## config.mk

```make
export PLATFORM = sky130hd
export DESIGN_NAME = xp_regfile_guard
export DESIGN_NICKNAME = d
export VERILOG_FILES = /design/src/rtl/xp_pkg.sv /design/src/rtl/xp_store.sv /design/src/rtl/xp_parity.sv /design/src/rtl/xp_locate.sv /design/src/rtl/xp_regfile_guard.sv
export SDC_FILE = /design/constraint.sdc
export NUM_CORES = 1
export LEC_CHECK = 0
export BUFFER_PORTS_ARGS = -buffer_cell sky130_fd_sc_hd__clkbuf_2
export CAP_MARGIN = 20
export CORE_MARGIN = 2
export CORE_UTILIZATION = 45
export DETAILED_ROUTE_END_ITERATION = 16
export GPL_ROUTABILITY_DRIVEN = 0
export HOLD_SLACK_MARGIN = 0.12
export MAX_ROUTING_LAYER = met4
export PLACE_DENSITY = 0.69
export SLEW_MARGIN = 20
export SYNTH_ARGS = -nofsm -noshare
export SYNTH_HDL_FRONTEND = slang
export SYNTH_SLANG_ARGS = --single-unit
```

## constraint.sdc

```tcl
create_clock -name clk -period 6.7 [get_ports clk]
set_clock_uncertainty 0.1 [all_clocks]
set_input_delay 1.005 -clock clk [delete_from_list [all_inputs] [get_ports clk]]
set_output_delay 1.005 -clock clk [all_outputs]
set_load 0.01 [all_outputs]
```

## src/rtl/xp_pkg.sv

```systemverilog
// Shared types for the cross-parity register file guard.
// Assumes nothing beyond being compiled before the other modules.
package xp_pkg;
    // Classification of the current mismatch pattern.
    typedef enum logic [1:0] {
        XP_CLEAN  = 2'd0,
        XP_SINGLE = 2'd1,
        XP_MULTI  = 2'd2
    } xp_class_e;
endpackage

```

## src/rtl/xp_store.sv

```systemverilog
// Data storage of the guarded register file.
// Per-row next value, in this order:
//   - a repair flip of the located bit;
//   - a write replaces the row (it wins over the repair);
//   - an injected upset inverts one bit on top.
// Assumes the repair request is already qualified by the classifier.
module xp_store #(
    parameter int N  = 8,
    parameter int AW = $clog2(N)
) (
    input  logic                  clk,
    input  logic                  rst_n,
    input  logic                  wr_en,
    input  logic [AW-1:0]         wr_addr,
    input  logic [N-1:0]          wr_data,
    input  logic                  fix_en,
    input  logic [AW-1:0]         fix_row,
    input  logic [AW-1:0]         fix_col,
    input  logic                  flip_en,
    input  logic [AW-1:0]         flip_row,
    input  logic [AW-1:0]         flip_col,
    output logic [N-1:0][N-1:0]   mem
);
    localparam logic [N-1:0] ONE = {{(N-1){1'b0}}, 1'b1};

    logic [N-1:0][N-1:0] mem_nxt;
    logic [N-1:0]        fix_mask;
    logic [N-1:0]        flip_mask;

    // Single-bit masks for repair and injection.
    always_comb begin
        fix_mask  = ONE << fix_col;
        flip_mask = ONE << flip_col;
    end

    for (genvar r = 0; r < N; r++) begin : g_row
        // Next contents of row r from repair, write and injection.
        always_comb begin
            mem_nxt[r] = mem[r];
            if (fix_en && fix_row == AW'(r))
                mem_nxt[r] = mem_nxt[r] ^ fix_mask;
            if (wr_en && wr_addr == AW'(r))
                mem_nxt[r] = wr_data;
            if (flip_en && flip_row == AW'(r))
                mem_nxt[r] = mem_nxt[r] ^ flip_mask;
        end
    end

    // Register the whole array.
    always_ff @(posedge clk) begin
        if (!rst_n) mem <= '0;
        else        mem <= mem_nxt;
    end

    // a repair not overridden by a write or a same-bit injection inverts the bit.
    assert_fix_flips_bit_R6: assert property (@(posedge clk) disable iff (!rst_n)
        (fix_en && !(wr_en && wr_addr == fix_row)
                && !(flip_en && flip_row == fix_row && flip_col == fix_col))
        |=> (mem[$past(fix_row)][$past(fix_col)] != $past(mem[fix_row][fix_col])))
        else $error("repair did not invert the located bit");
endmodule

```

## src/rtl/xp_parity.sv

```systemverilog
// Stored check bits: row, column and wrapped diagonal parity.
// Each write folds delta = new ^ old into all three groups incrementally.
// Assumes old_row is the repaired previous contents of the written row.
module xp_parity #(
    parameter int N  = 8,
    parameter int AW = $clog2(N)
) (
    input  logic            clk,
    input  logic            rst_n,
    input  logic            wr_en,
    input  logic [AW-1:0]   wr_addr,
    input  logic [N-1:0]    wr_data,
    input  logic [N-1:0]    old_row,
    output logic [N-1:0]    row_p,
    output logic [N-1:0]    col_p,
    output logic [N-1:0]    diag_p
);
    logic [N-1:0]          delta;
    logic [N-1:0]          diag_delta;
    logic [N-1:0][N-1:0]   diag_terms;

    // Difference between the written and the previous row.
    always_comb delta = wr_data ^ old_row;

    // Bit c of row wr_addr lies on diagonal (wr_addr + c) mod N.
    for (genvar d = 0; d < N; d++) begin : g_diag
        for (genvar c = 0; c < N; c++) begin : g_bit
            assign diag_terms[d][c] = delta[c] & (wr_addr == AW'((d - c + N) % N));
        end
        assign diag_delta[d] = ^diag_terms[d];
    end

    // Update the three check groups on a write.
    always_ff @(posedge clk) begin
        if (!rst_n) begin
            row_p  <= '0;
            col_p  <= '0;
            diag_p <= '0;
        end else if (wr_en) begin
            row_p[wr_addr] <= row_p[wr_addr] ^ (^delta);
            col_p          <= col_p ^ delta;
            diag_p         <= diag_p ^ diag_delta;
        end
    end
endmodule

```

## src/rtl/xp_locate.sv

```systemverilog
// Live parity recomputation, mismatch vectors and upset classification.
// A single upset is exactly one row, one column and diagonal (row+col) mod N.
// Assumes N registers of N bits; purely combinational.
module xp_locate
    import xp_pkg::*;
#(
    parameter int N  = 8,
    parameter int AW = $clog2(N)
) (
    input  logic [N-1:0][N-1:0]   mem,
    input  logic [N-1:0]          row_p,
    input  logic [N-1:0]          col_p,
    input  logic [N-1:0]          diag_p,
    output logic [N-1:0]          row_mm,
    output logic [N-1:0]          col_mm,
    output logic [N-1:0]          diag_mm,
    output xp_class_e             cls,
    output logic [AW-1:0]         loc_row,
    output logic [AW-1:0]         loc_col
);
    logic [N-1:0]          row_live, col_live, diag_live;
    logic [N-1:0][N-1:0]   col_bits, diag_bits;
    logic [AW-1:0]         idx_r, idx_c;
    logic [N-1:0]          diag_want;
    logic                  single;

    for (genvar a = 0; a < N; a++) begin : g_live
        for (genvar r = 0; r < N; r++) begin : g_src
            assign col_bits[a][r]  = mem[r][a];
            assign diag_bits[a][r] = mem[r][(a - r + N) % N];
        end
        assign row_live[a]  = ^mem[a];
        assign col_live[a]  = ^col_bits[a];
        assign diag_live[a] = ^diag_bits[a];
    end

    // Compare live parity with the stored copies.
    always_comb begin
        row_mm  = row_live ^ row_p;
        col_mm  = col_live ^ col_p;
        diag_mm = diag_live ^ diag_p;
    end

    // Turn the row and column one-hot vectors into indices and the expected diagonal.
    always_comb begin
        idx_r = '0;
        idx_c = '0;
        for (int i = 0; i < N; i++) begin
            if (row_mm[i]) idx_r = AW'(i);
            if (col_mm[i]) idx_c = AW'(i);
        end
        diag_want = '0;
        for (int d = 0; d < N; d++)
            if (d == (int'(idx_r) + int'(idx_c)) % N) diag_want[d] = 1'b1;
    end

    // Classify the mismatch pattern and drive the location.
    always_comb begin
        single = ($countones(row_mm) == 1) && ($countones(col_mm) == 1)
                 && (diag_mm == diag_want);
        if (single)
            cls = XP_SINGLE;
        else if (|{row_mm, col_mm, diag_mm})
            cls = XP_MULTI;
        else
            cls = XP_CLEAN;
        loc_row = single ? idx_r : '0;
        loc_col = single ? idx_c : '0;
    end
endmodule

```

## src/rtl/xp_regfile_guard.sv

```systemverilog
// Top: N x N register file guarded by row, column and diagonal parity.
// Wires the storage, the stored check bits and the classifier together.
// A write to the row holding a located upset uses the repaired old value.
// Assumes one write port, one read port, an injection port for upsets.
module xp_regfile_guard
    import xp_pkg::*;
#(
    parameter int N  = 8,
    parameter int AW = $clog2(N)
) (
    input  logic            clk,
    input  logic            rst_n,
    input  logic            wr_en,
    input  logic [AW-1:0]   wr_addr,
    input  logic [N-1:0]    wr_data,
    input  logic [AW-1:0]   rd_addr,
    output logic [N-1:0]    rd_data,
    input  logic            corr_en,
    input  logic            flip_en,
    input  logic [AW-1:0]   flip_row,
    input  logic [AW-1:0]   flip_col,
    output logic            err,
    output logic            correctable,
    output logic            uncorrectable,
    output logic [N-1:0]    row_mm,
    output logic [N-1:0]    col_mm,
    output logic [N-1:0]    diag_mm,
    output logic [AW-1:0]   err_row,
    output logic [AW-1:0]   err_col
);
    localparam logic [N-1:0] ONE = {{(N-1){1'b0}}, 1'b1};

    logic [N-1:0][N-1:0] mem_q;
    logic [N-1:0]        row_p, col_p, diag_p;
    logic [N-1:0]        old_fixed;
    xp_class_e           cls;
    logic [AW-1:0]       loc_row, loc_col;
    logic                fix_en;

    // Repair request qualified by a located single upset.
    always_comb fix_en = corr_en && (cls == XP_SINGLE);

    // Old value for the incremental update, with any located upset removed.
    always_comb begin
        old_fixed = mem_q[wr_addr];
        if (cls == XP_SINGLE && loc_row == wr_addr)
            old_fixed = old_fixed ^ (ONE << loc_col);
    end

    xp_store #(.N(N), .AW(AW)) u_store (
        .clk(clk), .rst_n(rst_n),
        .wr_en(wr_en), .wr_addr(wr_addr), .wr_data(wr_data),
        .fix_en(fix_en), .fix_row(loc_row), .fix_col(loc_col),
        .flip_en(flip_en), .flip_row(flip_row), .flip_col(flip_col),
        .mem(mem_q)
    );

    xp_parity #(.N(N), .AW(AW)) u_parity (
        .clk(clk), .rst_n(rst_n),
        .wr_en(wr_en), .wr_addr(wr_addr), .wr_data(wr_data),
        .old_row(old_fixed),
        .row_p(row_p), .col_p(col_p), .diag_p(diag_p)
    );

    xp_locate #(.N(N), .AW(AW)) u_locate (
        .mem(mem_q), .row_p(row_p), .col_p(col_p), .diag_p(diag_p),
        .row_mm(row_mm), .col_mm(col_mm), .diag_mm(diag_mm),
        .cls(cls), .loc_row(loc_row), .loc_col(loc_col)
    );

    // Output drive: read port and flags.
    always_comb begin
        rd_data       = mem_q[rd_addr];
        err           = (cls != XP_CLEAN);
        correctable   = (cls == XP_SINGLE);
        uncorrectable = (cls == XP_MULTI);
        err_row       = loc_row;
        err_col       = loc_col;
    end

    // without injection a clean file stays clean.
    assert_clean_stays_clean_R3: assert property (@(posedge clk) disable iff (!rst_n)
        (!flip_en && !err) |=> !err)
        else $error("mismatch appeared without an upset");

    // an upset on a clean file is located at the injected bit.
    assert_single_located_R4: assert property (@(posedge clk) disable iff (!rst_n)
        (flip_en && !err) |=> (correctable && err_row == $past(flip_row)
                                && err_col == $past(flip_col)))
        else $error("single upset not located");

    // a repair of a located upset clears the error.
    assert_fix_clears_R6: assert property (@(posedge clk) disable iff (!rst_n)
        (corr_en && correctable && !flip_en) |=> !err)
        else $error("repair left a mismatch");

    // repair request on an uncorrectable pattern leaves the contents alone.
    assert_uncorr_hold_R7: assert property (@(posedge clk) disable iff (!rst_n)
        (corr_en && uncorrectable && !wr_en && !flip_en) |=> $stable(mem_q))
        else $error("contents changed on uncorrectable repair");

    // writing the faulty row leaves the check bits consistent.
    assert_write_repairs_R8: assert property (@(posedge clk) disable iff (!rst_n)
        (wr_en && correctable && wr_addr == err_row && !flip_en) |=> !err)
        else $error("write to faulty row left a mismatch");

    // exactly one class flag while an error is present.
    assert_class_flags_R9: assert property (@(posedge clk) disable iff (!rst_n)
        err |-> $onehot({correctable, uncorrectable}))
        else $error("class flags inconsistent");
endmodule

```

* Word level (Yosys, flattened, before mapping)
Cells that the tools add are included.
** Word-level totals
- Word-level logic and storage cells :: 283
- Flip-flop bits (word level) :: 88
- Input port bits :: 25
** Operators by class
- Reduce and logical (&&, ||, !) cells :: 69
- Eq/ne operators :: 34
- Shift-type cells :: 2
- Muxes and demuxes :: 60
- Bitwise gates (word level) :: 89
- Add/sub/neg operators :: 15
- Magnitude comparators :: 3
** Operator list (number)
- 8-bit parity :: 33
- 8-bit 2-to-1 mux :: 27
- 32-bit adder :: 6
- 8-bit bitwise XOR :: 23
- 1-bit AND :: 64
- 32-bit by 2-bit == test with 1-bit output (second input constant) :: 2
- 8-bit binary-select mux with 3-bit select :: 2
- 3-bit == test (second input constant) :: 12
- 32-bit zero test :: 1
- 3-bit 2-to-1 mux :: 10
- 1-bit logical AND :: 29
- 24-bit OR reduction :: 1
- 3-bit by 2-bit == test with 1-bit output (second input constant) :: 6
- 1-bit by 1-bit adder with 2-bit output :: 8
- 4-bit == test (first input constant) :: 4
- 1-bit by 3-bit << shifter with 8-bit output (first input constant) :: 2
- 1-bit 2-to-1 mux :: 12
- 2-bit 2-to-1 mux :: 6
- 3-bit by 1-bit == test with 1-bit output (second input constant) :: 3
- 3-bit zero test :: 3
- 8-bit bitwise mux :: 1
- 3-bit by 4-bit == test with 1-bit output (first input constant) :: 2
- 8-bit == test :: 1
- 3-bit by 4-bit less-than comparator with 1-bit output (second input constant) :: 2
- other kinds (12) :: 12

* Logic depth before layout (Yosys ltp)
Gate-level depths: netlist of run 1.
- Word-level depth :: 24
- Depth in mapped cells :: 28

* Modules after synthesis
From an unflattened synthesis of run 1, not the netlist that was laid out.
** Unflattened totals
- Cells, all modules :: 1227
- Area, all modules :: 10824.1 µm²
** Modules (own cells, without submodules)
- xp_store :: cells each 671, instances 1, sequential area each 1281.2 µm², area an instance 5455.2 µm²
- xp_locate :: cells each 295, instances 1, sequential area each 0.0 µm², area an instance 2590.0 µm²
- xp_parity :: cells each 174, instances 1, sequential area each 480.5 µm², area an instance 1607.8 µm²
- xp_regfile_guard :: cells each 87, instances 1, sequential area each 0.0 µm², area an instance 1171.1 µm²

* Least setup slack after synthesis of run 1
Ideal clock, no wire load.
- Path type :: reg2reg
- From :: register u_store.mem[1] (netlist name)
- To :: register u_parity.diag_p[2]
- Cell stages (with the launch flop) :: 28
- Arrival time :: 6.374 ns
- Path slack :: 0.155 ns
- Required time :: 6.528 ns
- Cell sequence :: dfxtp_1 -> clkbuf_1 -> xnor2_1 -> xnor3_1 -> xnor2_1 -> inv_1 -> ha_1 -> inv_1 -> fa_1 -> fa_1 -> inv_1 -> ha_1 -> inv_1 -> fa_1 -> nand4b_1 -> or4b_1 -> nor3_1 -> nand3_1 -> a22o_1 -> buf_6 -> inv_4 -> a21oi_1 -> buf_6 -> or4_4 -> nand3_1 -> a21oi_1 -> o32ai_1 -> mux2i_1
** On the way
- Word-level cells in the longest chain between the ends :: 24
- Elaborated cells between the ends (all ways) :: 67
** RTL lines
- start: declaration :: RTL line xp_store.sv:22 : output logic [N-1:0][N-1:0] mem
- start signal: assignment :: RTL line xp_store.sv:52 : else mem <= mem_nxt;
- 8-bit parity (*) :: RTL line xp_locate.sv:33 : assign col_live[a] = ^col_bits[a];
- 8-bit bitwise XOR (*) :: RTL line xp_locate.sv:40 : col_mm = col_live ^ col_p;
- net col_mm[1] :: RTL line xp_regfile_guard.sv:26 : output logic [N-1:0] col_mm,
- branches (longest 14 deep; another with 32-bit adder)
- 2-bit 2-to-1 mux (*) :: RTL line xp_locate.sv:61 : if (single)
- 2-bit by 1-bit == test with 1-bit output (*)
- net correctable :: RTL line xp_regfile_guard.sv:23 : output logic correctable,
- 1-bit logical AND (*) :: RTL line xp_regfile_guard.sv:46 : if (cls == XP_SINGLE && loc_row == wr_addr)
- 8-bit 2-to-1 mux (*) :: RTL line xp_regfile_guard.sv:46
- 8-bit bitwise XOR (*) :: RTL line xp_parity.sv:23 : always_comb delta = wr_data ^ old_row;
- 1-bit AND :: RTL line xp_parity.sv:28 : assign diag_terms[d][c] = delta[c] & (wr_addr == AW'((d - c + N) % N));
- 8-bit parity (*) :: RTL line xp_parity.sv:30 : assign diag_delta[d] = ^diag_terms[d];
- 8-bit bitwise XOR (*) :: RTL line xp_parity.sv:42 : diag_p <= diag_p ^ diag_delta;
- end signal: assignment :: RTL line xp_parity.sv:42
- end: declaration :: RTL line xp_parity.sv:16 : output logic [N-1:0] diag_p
Mark *: on every way through the listed nets, which the timed path passes. The select of a mux whose other input is x is not followed.
A chain may end at the register's enable or synchronous reset.

* Worst setup path after layout of run 1
- From :: register u_store.mem[22] (netlist name)
- To :: register u_parity.diag_p[3]
** On the way
- Word-level cells in the longest chain between the ends :: 23
- Elaborated cells between the ends (all ways) :: 68
** RTL lines (RTL line)
- branches (longest 18 deep; another with 32-bit adder)
- 8-bit 2-to-1 mux (*) :: xp_regfile_guard.sv:46
- 8-bit bitwise XOR (*) :: xp_parity.sv:23
- 1-bit AND :: xp_parity.sv:28
- 8-bit parity (*) :: xp_parity.sv:30
- 8-bit bitwise XOR (*) :: xp_parity.sv:42
Every way passes the cells marked *. The select of a mux whose other input is x is not followed.

==> results of run 1 <==
-- synth_stat cells (all sizes together), types with 4 or more instances --
master and count:
dfxtp 88, mux4 34, nor4 5, nand4 18
or4 8, nand2b 10, xnor2 205, a21oi 43
ha 24, o22ai 7, inv 48, and2 74
nor2 188, xnor3 19, nand3 24, buf 41
clkbuf 79, nor3 12, nor2b 10, o31ai 6
or3 6, o21ai 38, fa 9, nand2 81
o32ai 9, a31oi 4, mux2 8, o211a 4
xor2 109, mux2i 17, or2 4
-- stage by stage --
stage               setup WS [ns]  cells
floorplan                   0.155   1259
global placement          -0.0398   1605
detailed placement         -0.172   1605
CTS                        0.0261   1622
global route               -0.184   1630
finish                     0.0613   1630
-- worst min-delay path: cells and delay by family (launching register included) --
kind / cells / cell delay (ns)
flip-flops: 1 / 0.33
multiplexers: 1 / 0.05
AND/OR/NAND/NOR: 1 / 0.06
-- power breakdown --
group / switching (uW) / internal, uW
logic: 943 / 694
registers: 34.0 / 550
clock network: 238 / 328
-- state kept, by name (all words and copies together) (netlist names) --
register / count
u_parity.diag_p: 8
u_store.mem: 64
u_parity.row_p: 8
u_parity.col_p: 8
-- layout make-up --
class,instances,share of cell area [%]
Antenna cell,1,0.0208
Tap cell,285,2.97
Multi-Input combinational cell,1002,67.1
Clock inverter,6,0.760
Timing Repair Buffer,190,10.9
Inverter,49,1.55
Sequential cell,88,14.8
Clock buffer,9,1.87
-- routing by layer --
metal  track usage (%)  part of all wire, %
met4              15.1                  5.1
met3              6.67                   12
met5                 -                    0
met2              44.8                   44
met1              39.8                   39
-- worst paths after layout --
check | startpoint | to | slack (ns)
setup / recovery | u_store.mem[22] | u_parity.diag_p[3] | 0.06
hold / removal | u_parity.diag_p[5] | u_parity.diag_p[5] | 0.39
setup reg to reg | u_store.mem[22] | u_parity.diag_p[3] | 0.06
hold reg to reg | u_parity.diag_p[5] | u_parity.diag_p[5] | 0.39
-- cell families after synthesis --
| group | after synthesis | synth area share [%] |
|---|---|---|
| AND/OR/NAND/NOR | 448 | 21.3 |
| XOR/XNOR | 334 | 32.0 |
| buffers and inverters | 169 | 6.78 |
| AO/OA/AOI/OAI | 128 | 7.86 |
| flip-flops | 88 | 17.3 |
| multiplexers | 59 | 10.1 |
| adder cells (fa/ha/maj) | 33 | 4.72 |
-- repair_timing --
item,4_1_cts,5_1_grt
buffers inserted,2,8
setup endpoints to repair,15,78
resized for setup,18,60
hold buffers,0,0
pin swaps,4,38
==> results list, run 1 <==
* HP Class: flip-flop to flip-flop
- Clock-pin slew was measured on the worst setup and hold paths at 0.07 ns.
- In this run the tightest slew margin relative to its limit is 29.2%.
* Initial antenna violation count: 1
- Setup violations remaining at the end of the flow were counted as 0.
* Post-synthesis instance total: 1259
- Worst endpoint required time: 6.84 ns
- Max-capacitance violation count: 0
* Critical-path cell with the highest stage delay: sky130_fd_sc_hd__or4b_4
- Period utilization: 99.1%
- Critical path fanouts, max: 8
* Final Slew Violations: 0
* Startpoint kind of the worst setup timing path: flip-flop
- Crit path DAT: 6.77 ns
- Remaining Overflow, GRT: 0
* Run status: complete, no violations
- After detailed routing, the average wire length per cell comes to 22.0 um.
* Sequential fraction of the synthesis area: 17.3%
- Classification of the worst setup path: flip-flop to flip-flop
* Storage element area: 1780 um2
- Total Negative Setup Slacks: 0 ns
- VDD IR max: 0.000147 V
* Area of the core region: 22400 um2
- The clock period could shrink to 6.64 ns.
- The initialized floorplan defines 55 standard-cell rows.
- Setup repair after global routing could not meet its margin everywhere.
* Num ports: 66
- Dividing the synthesized area by the synthesized cell count gives 8.09 um2.
- Cell family with the largest share of critical-path delay: adder cells
- Yosys top cell area share: 17.3%
* Final standard cell utilization of the core: 53.6%
* Clock Latency Late Sink: 0.36 ns
- The routed design has 35800 um of wire.
- The library cell used most frequently in the layout, excluding fill and tap cells, is sky130_fd_sc_hd__nor2_1.
* Worst slack on hold paths: 0.391 ns
- The filler cells instantiated in the layout total 2014.
- Global routing consumed, over all layers together, 30.5% of the routing resources.
- Maximum number of pins on one net before global-route repair: 97
- The worst register-to-register path has a depth of 25.
- By area the synthesized netlist is led by sky130_fd_sc_hd__dfxtp_1 17%, sky130_fd_sc_hd__xnor2_1 17%, sky130_fd_sc_hd__xor2_1 9.2%.
* Hold Path Cell Cnt: 2
- Cell taking the most area after synthesis: sky130_fd_sc_hd__dfxtp_1
- Number of nets in the layout: 1398
* Maximum single-stage delay on the critical path: 0.56 ns
- Final Hold Vio Count: 0
* Power density over the cells: 232 nW/um2
* Post-synth EDFFs: 0
* Leading cell types in the layout, fill and taps excluded: 186 x sky130_fd_sc_hd__nor2_1, 183 x sky130_fd_sc_hd__xnor2_1, 118 x sky130_fd_sc_hd__buf_4
* Detailed router's first-iteration violation count: 1259
- H-tree Lvls: 3
* Critical Path Most Common Cell: sky130_fd_sc_hd__inv_1
* Ys flop type: sky130_fd_sc_hd__dfxtp_1
* Async set-reset flop share out of synthesis: 0%
* Via count normalized by instance count: 5.90
- At the pin with the least slew margin, the transition time is 1.06 ns.
- Port bufs: 65
- Post-layout power: 2790 uW
- Total number of vias: 9614
- The root buffer cell chosen for the clock tree is sky130_fd_sc_hd__clkbuf_16.
* Initial Util: 45.4%
- The number of nets in the synthesized netlist is 1317.
- TritonCTS built the clock tree.
- Total die area: 23900 um2
- Count of TritonRoute iterations in the first routing pass: 5
- Die Height: 154 um
- Based on the critical path, the design can be clocked at up to 151 MHz.
* Width of the die: 154 um
* Leakage power: 0.00525 uW
- Layout-stage area growth over the synthesis result: 18.1%
- The mapped netlist covers 10200 um2.
* Number of global-route vias before repair: 8885
- In the final layout, the share of cells above drive strength 1 is 24.8%.
- Detailed placement finished with a half-perimeter wire length of 26200 um.
- In the final layout, the multi-input gates occupy 8070 um2.
- Worst Path Buf+Inv: 6
* First-pass GRT wire length: 53400 um
- After routing the design area is 12000 um2.
- Yosys synthesis warning count: 0
* Distinct cells, synth: 66
- The clock drives 88 sinks.
* Area of placed instances: 11300 um2
- After synthesis the netlist holds a flip-flop and latch count of 88.
- The count of nets left with antenna violations once routing finished came out at 0.
* TritonCTS Buffers: 9
* Category of the worst setup path capture point: flip-flop
- Bufs on Longest Clock Path: 2
- For this run, design rule violations remaining after detail routing come to 0.
* Critical path depth: 25
Power figures use the tool's default switching activity.
==> run 2, diff against run 1 <==
Settings changed: CTS_BUF_LIST from default to sky130_fd_sc_hd__clkbuf_4, REMOVE_ABC_BUFFERS from default to 1.
==> results list, run 2 (synthesis gave the netlist of run 1 again) <==
- The worst hold path begins at u_parity.diag_p[7].
* Share of post-route cells with drive strength above 1: 26.3% (+1.5 points)
* Leakage power: 0.00521 uW (-0.79%)
* Via count normalized by instance count: 5.90 (about the same)
- The register with the most flip-flops in the final layout is u_store.mem.
- WL per Instance: 21.9 um (-0.18%)
- HP Class: flip-flop to flip-flop
- The effective utilization at floorplan was 45.4% (unchanged).
* Total instance count after detailed placement: 1602 (-0.19%)
- Sum of routed wire length over all layers: 35900 um (+0.18%)
- The detailed router's first-iteration violation count came to 1030 (-18%).
- The count of pins on the block boundary is 66 (unchanged).
- The worst setup path is captured at an output pin.
* Worst setup path startpoint: u_store.mem[16]
* Final Hold Vio Count: 0 (unchanged)
- The count of hold-fix buffers inserted at cts is 0 (unchanged).
- Remaining Overflow, GRT: 0 (unchanged)
- Clock tree from TritonCTS: done
* Power density over the cells: 220 nW/um2 (-4.9%)
* GRT Overall Usage: 30.8% (+0.26 points)
* Clock Tree Root: sky130_fd_sc_hd__clkbuf_4
- The DRC violation count after routing is 0 (unchanged).
- Row cnt: 55 (unchanged)
- Total die area: 23900 um2 (unchanged)
* Fraction of power consumed by the clock network: 15.4% (-4.9 points)
- The worst slew slack as a fraction of its limit was 25.4% (-3.8 points).
* Count of TritonRoute iterations in the first routing pass: 5 (unchanged)
* Largest register FFs: 64 (unchanged)
* Antenna viol nets, final: 0 (unchanged)
* Number of nets in the layout: 1404 (+0.43%)
- The actual transition at the worst max-transition pin came to 1.12 ns (+0.0570 ns).
* Leading cell types in the layout, fill and taps excluded: 185 x sky130_fd_sc_hd__nor2_1, 180 x sky130_fd_sc_hd__xnor2_1, 125 x sky130_fd_sc_hd__buf_4
- Hold Path Cell Cnt: 2 (unchanged)
* Layout-stage area growth over the synthesis result: 17.9%
- The number of setup violations in the final report came to 0 (unchanged).
* Clock Latency Late Sink: 0.52 ns (+0.16 ns)
- The total core area is 22400 um2 (unchanged).
- The total net switching power is 1210 uW (about the same).
- The peak fanout along the critical path is 7 (-1).
- Bufs on Longest Clock Path: 2 (unchanged)
* Sink count of the clock tree: 88 (unchanged)
- Worst slack on hold paths: 0.397 ns (+0.00551 ns)
* Initial antenna violation count: 1 (unchanged)
- The filler-free cell count of the finished design is 1636 (+0.37%).
* H-tree Lvls: 3 (unchanged)
- Switching Share: 45.9% (+2.3 points)
- Total number of vias: 9651 (+0.38%)
- The required time at the worst-slack endpoint came to 5.59 ns (-1.25 ns).
- Crit path DAT: 5.52 ns (-1.25 ns)
* Startpoint kind of the worst setup timing path: flip-flop
- Length in cells of the worst reg-to-reg path: 26 (+4.0%)
- Die Height: 154 um (unchanged)
- The fmax was 151 MHz (+0.24%).
* Run status: complete, no violations
- The die boundary width came to 154 um (unchanged).
- Reg-to-Reg Start: u_store.mem[16]
* Detailed placer's ending HPWL: 25900 um (-1.5%)
- Period utilization: 98.8% (-0.24 points)
- First-pass GRT wire length: 53800 um (+0.62%)
- The final number of max-transition violations is 0 (unchanged).
- The design internal power came to 1430 uW (-8.9%).
- Port bufs: 65 (unchanged)
* TritonCTS Buffers: 9 (unchanged)
- Maximum number of pins on one net before global-route repair: 97 (unchanged)
- Final standard cell utilization of the core: 53.5% (-0.056 points)
* Max-capacitance violation count: 0 (unchanged)
- Combinational cell fraction of total power: 62.7% (+4.0 points)
- The portion of total power attributed to sequential cells was 21.9% (+0.9 points).
* Most frequent standard cell in the layout excluding fill and tap cells: sky130_fd_sc_hd__nor2_1
- Unrepaired setup endpoints after global routing: true
- Number of global-route vias before repair: 9046 (+1.8%)
* Min Clock Period, post-route: 6.62 ns (-0.0159 ns)
* Clock edge transition at the registers on the reported setup and hold paths: 0.16 ns (+0.09 ns)
- The setup path with the least slack is of type flip-flop to output pin.
- VDD IR max: 0.000136 V (-7.5%)
run 2: changes by cell type in the layout (fill, tap and decap cells not counted), sizes merged:
cell / delta
clkinvlp: +1
buf: +6
clkinv: -1
bufinv: +1
inv: -2
clkbuf: +1
run 2: through the flow:
stage | TNS, ns | worst slack (ns) | area, um2 | total power [uW]
floorplan | 0 | 0.0456 | 9680 | 1590
global placement | 0 | 0.0517 | 11200 | 2080
detailed placement | -0.622 | -0.0994 | 11200 | 2100
CTS | -0.00523 | -0.00523 | 11700 | 2570
global route | -0.788 | -0.0819 | 12000 | 2810
finish | 0 | 0.0772 | 12000 | 2650
run 2: layout make-up:
| type | instances | area [um2] |
|---|---|---|
| repair buffers | 196 | 1340 |
| clock inverters | 5 | 106 |
| flip-flops and latches | 88 | 1800 |
| multi-input cells | 1002 | 8140 |
| clock buffers | 10 | 75.1 |
| well taps | 285 | 357 |
| diodes | 1 | 2.50 |
| inverters | 49 | 189 |
| fillers | 2030 | 10400 |
run 2: final timing paths:
| kind | endpoint | slack (ns) |
|---|---|---|
| max | uncorrectable | 0.08 |
| min | u_parity.diag_p[7] | 0.40 |
| max reg2reg | u_parity.diag_p[3] | 0.14 |
| min reg2reg | u_parity.diag_p[7] | 0.40 |
run 2: power by group through the flow:
stage / Sequential, uW / Combinational, uW / Clock [uW]
3_5_place_dp: 591 / 1510 / 0
3_3_place_gp: 591 / 1490 / 0
2_1_floorplan: 594 / 993 / 0
4_1_cts: 580 / 1580 / 405
5_1_grt: 584 / 1800 / 426
6_report: 581 / 1660 / 407
run 2: repair_timing:
item / in CTS / in global routing
pin swaps: 24 / 27
resized for setup: 57 / 49
setup endpoints to repair: 23 / 43
setup buffers: 9 / 10
run 2: metal layers:
metal  track usage [%]  vias to the layer above  wire, um
met5                 -                        -         0
met4              15.3                        0      2060
met3              4.76                      146      4230
met2              45.3                      695     15400
met1              41.3                     4528     14200
li1                  -                     4282         -
run 2: worst max-delay path, cell delays in order, from the launching register on:
cell	delay (ns)
sky130_fd_sc_hd__dfxtp_4	0.40
sky130_fd_sc_hd__xor2_2	0.18
sky130_fd_sc_hd__xnor3_1	0.49
sky130_fd_sc_hd__xnor2_1	0.17
sky130_fd_sc_hd__buf_4	0.17
sky130_fd_sc_hd__inv_4	0.04
sky130_fd_sc_hd__ha_4	0.15
sky130_fd_sc_hd__fa_1	0.49
sky130_fd_sc_hd__inv_1	0.06
sky130_fd_sc_hd__fa_1	0.44
sky130_fd_sc_hd__inv_1	0.07
sky130_fd_sc_hd__ha_2	0.16
sky130_fd_sc_hd__inv_2	0.04
sky130_fd_sc_hd__fa_1	0.50
sky130_fd_sc_hd__nand2_1	0.05
sky130_fd_sc_hd__or4b_4	0.58
sky130_fd_sc_hd__nor4_4	0.14
sky130_fd_sc_hd__nand4_1	0.18
sky130_fd_sc_hd__a22o_4	0.31
sky130_fd_sc_hd__buf_6	0.14
sky130_fd_sc_hd__and2_4	0.13
sky130_fd_sc_hd__buf_6	0.11
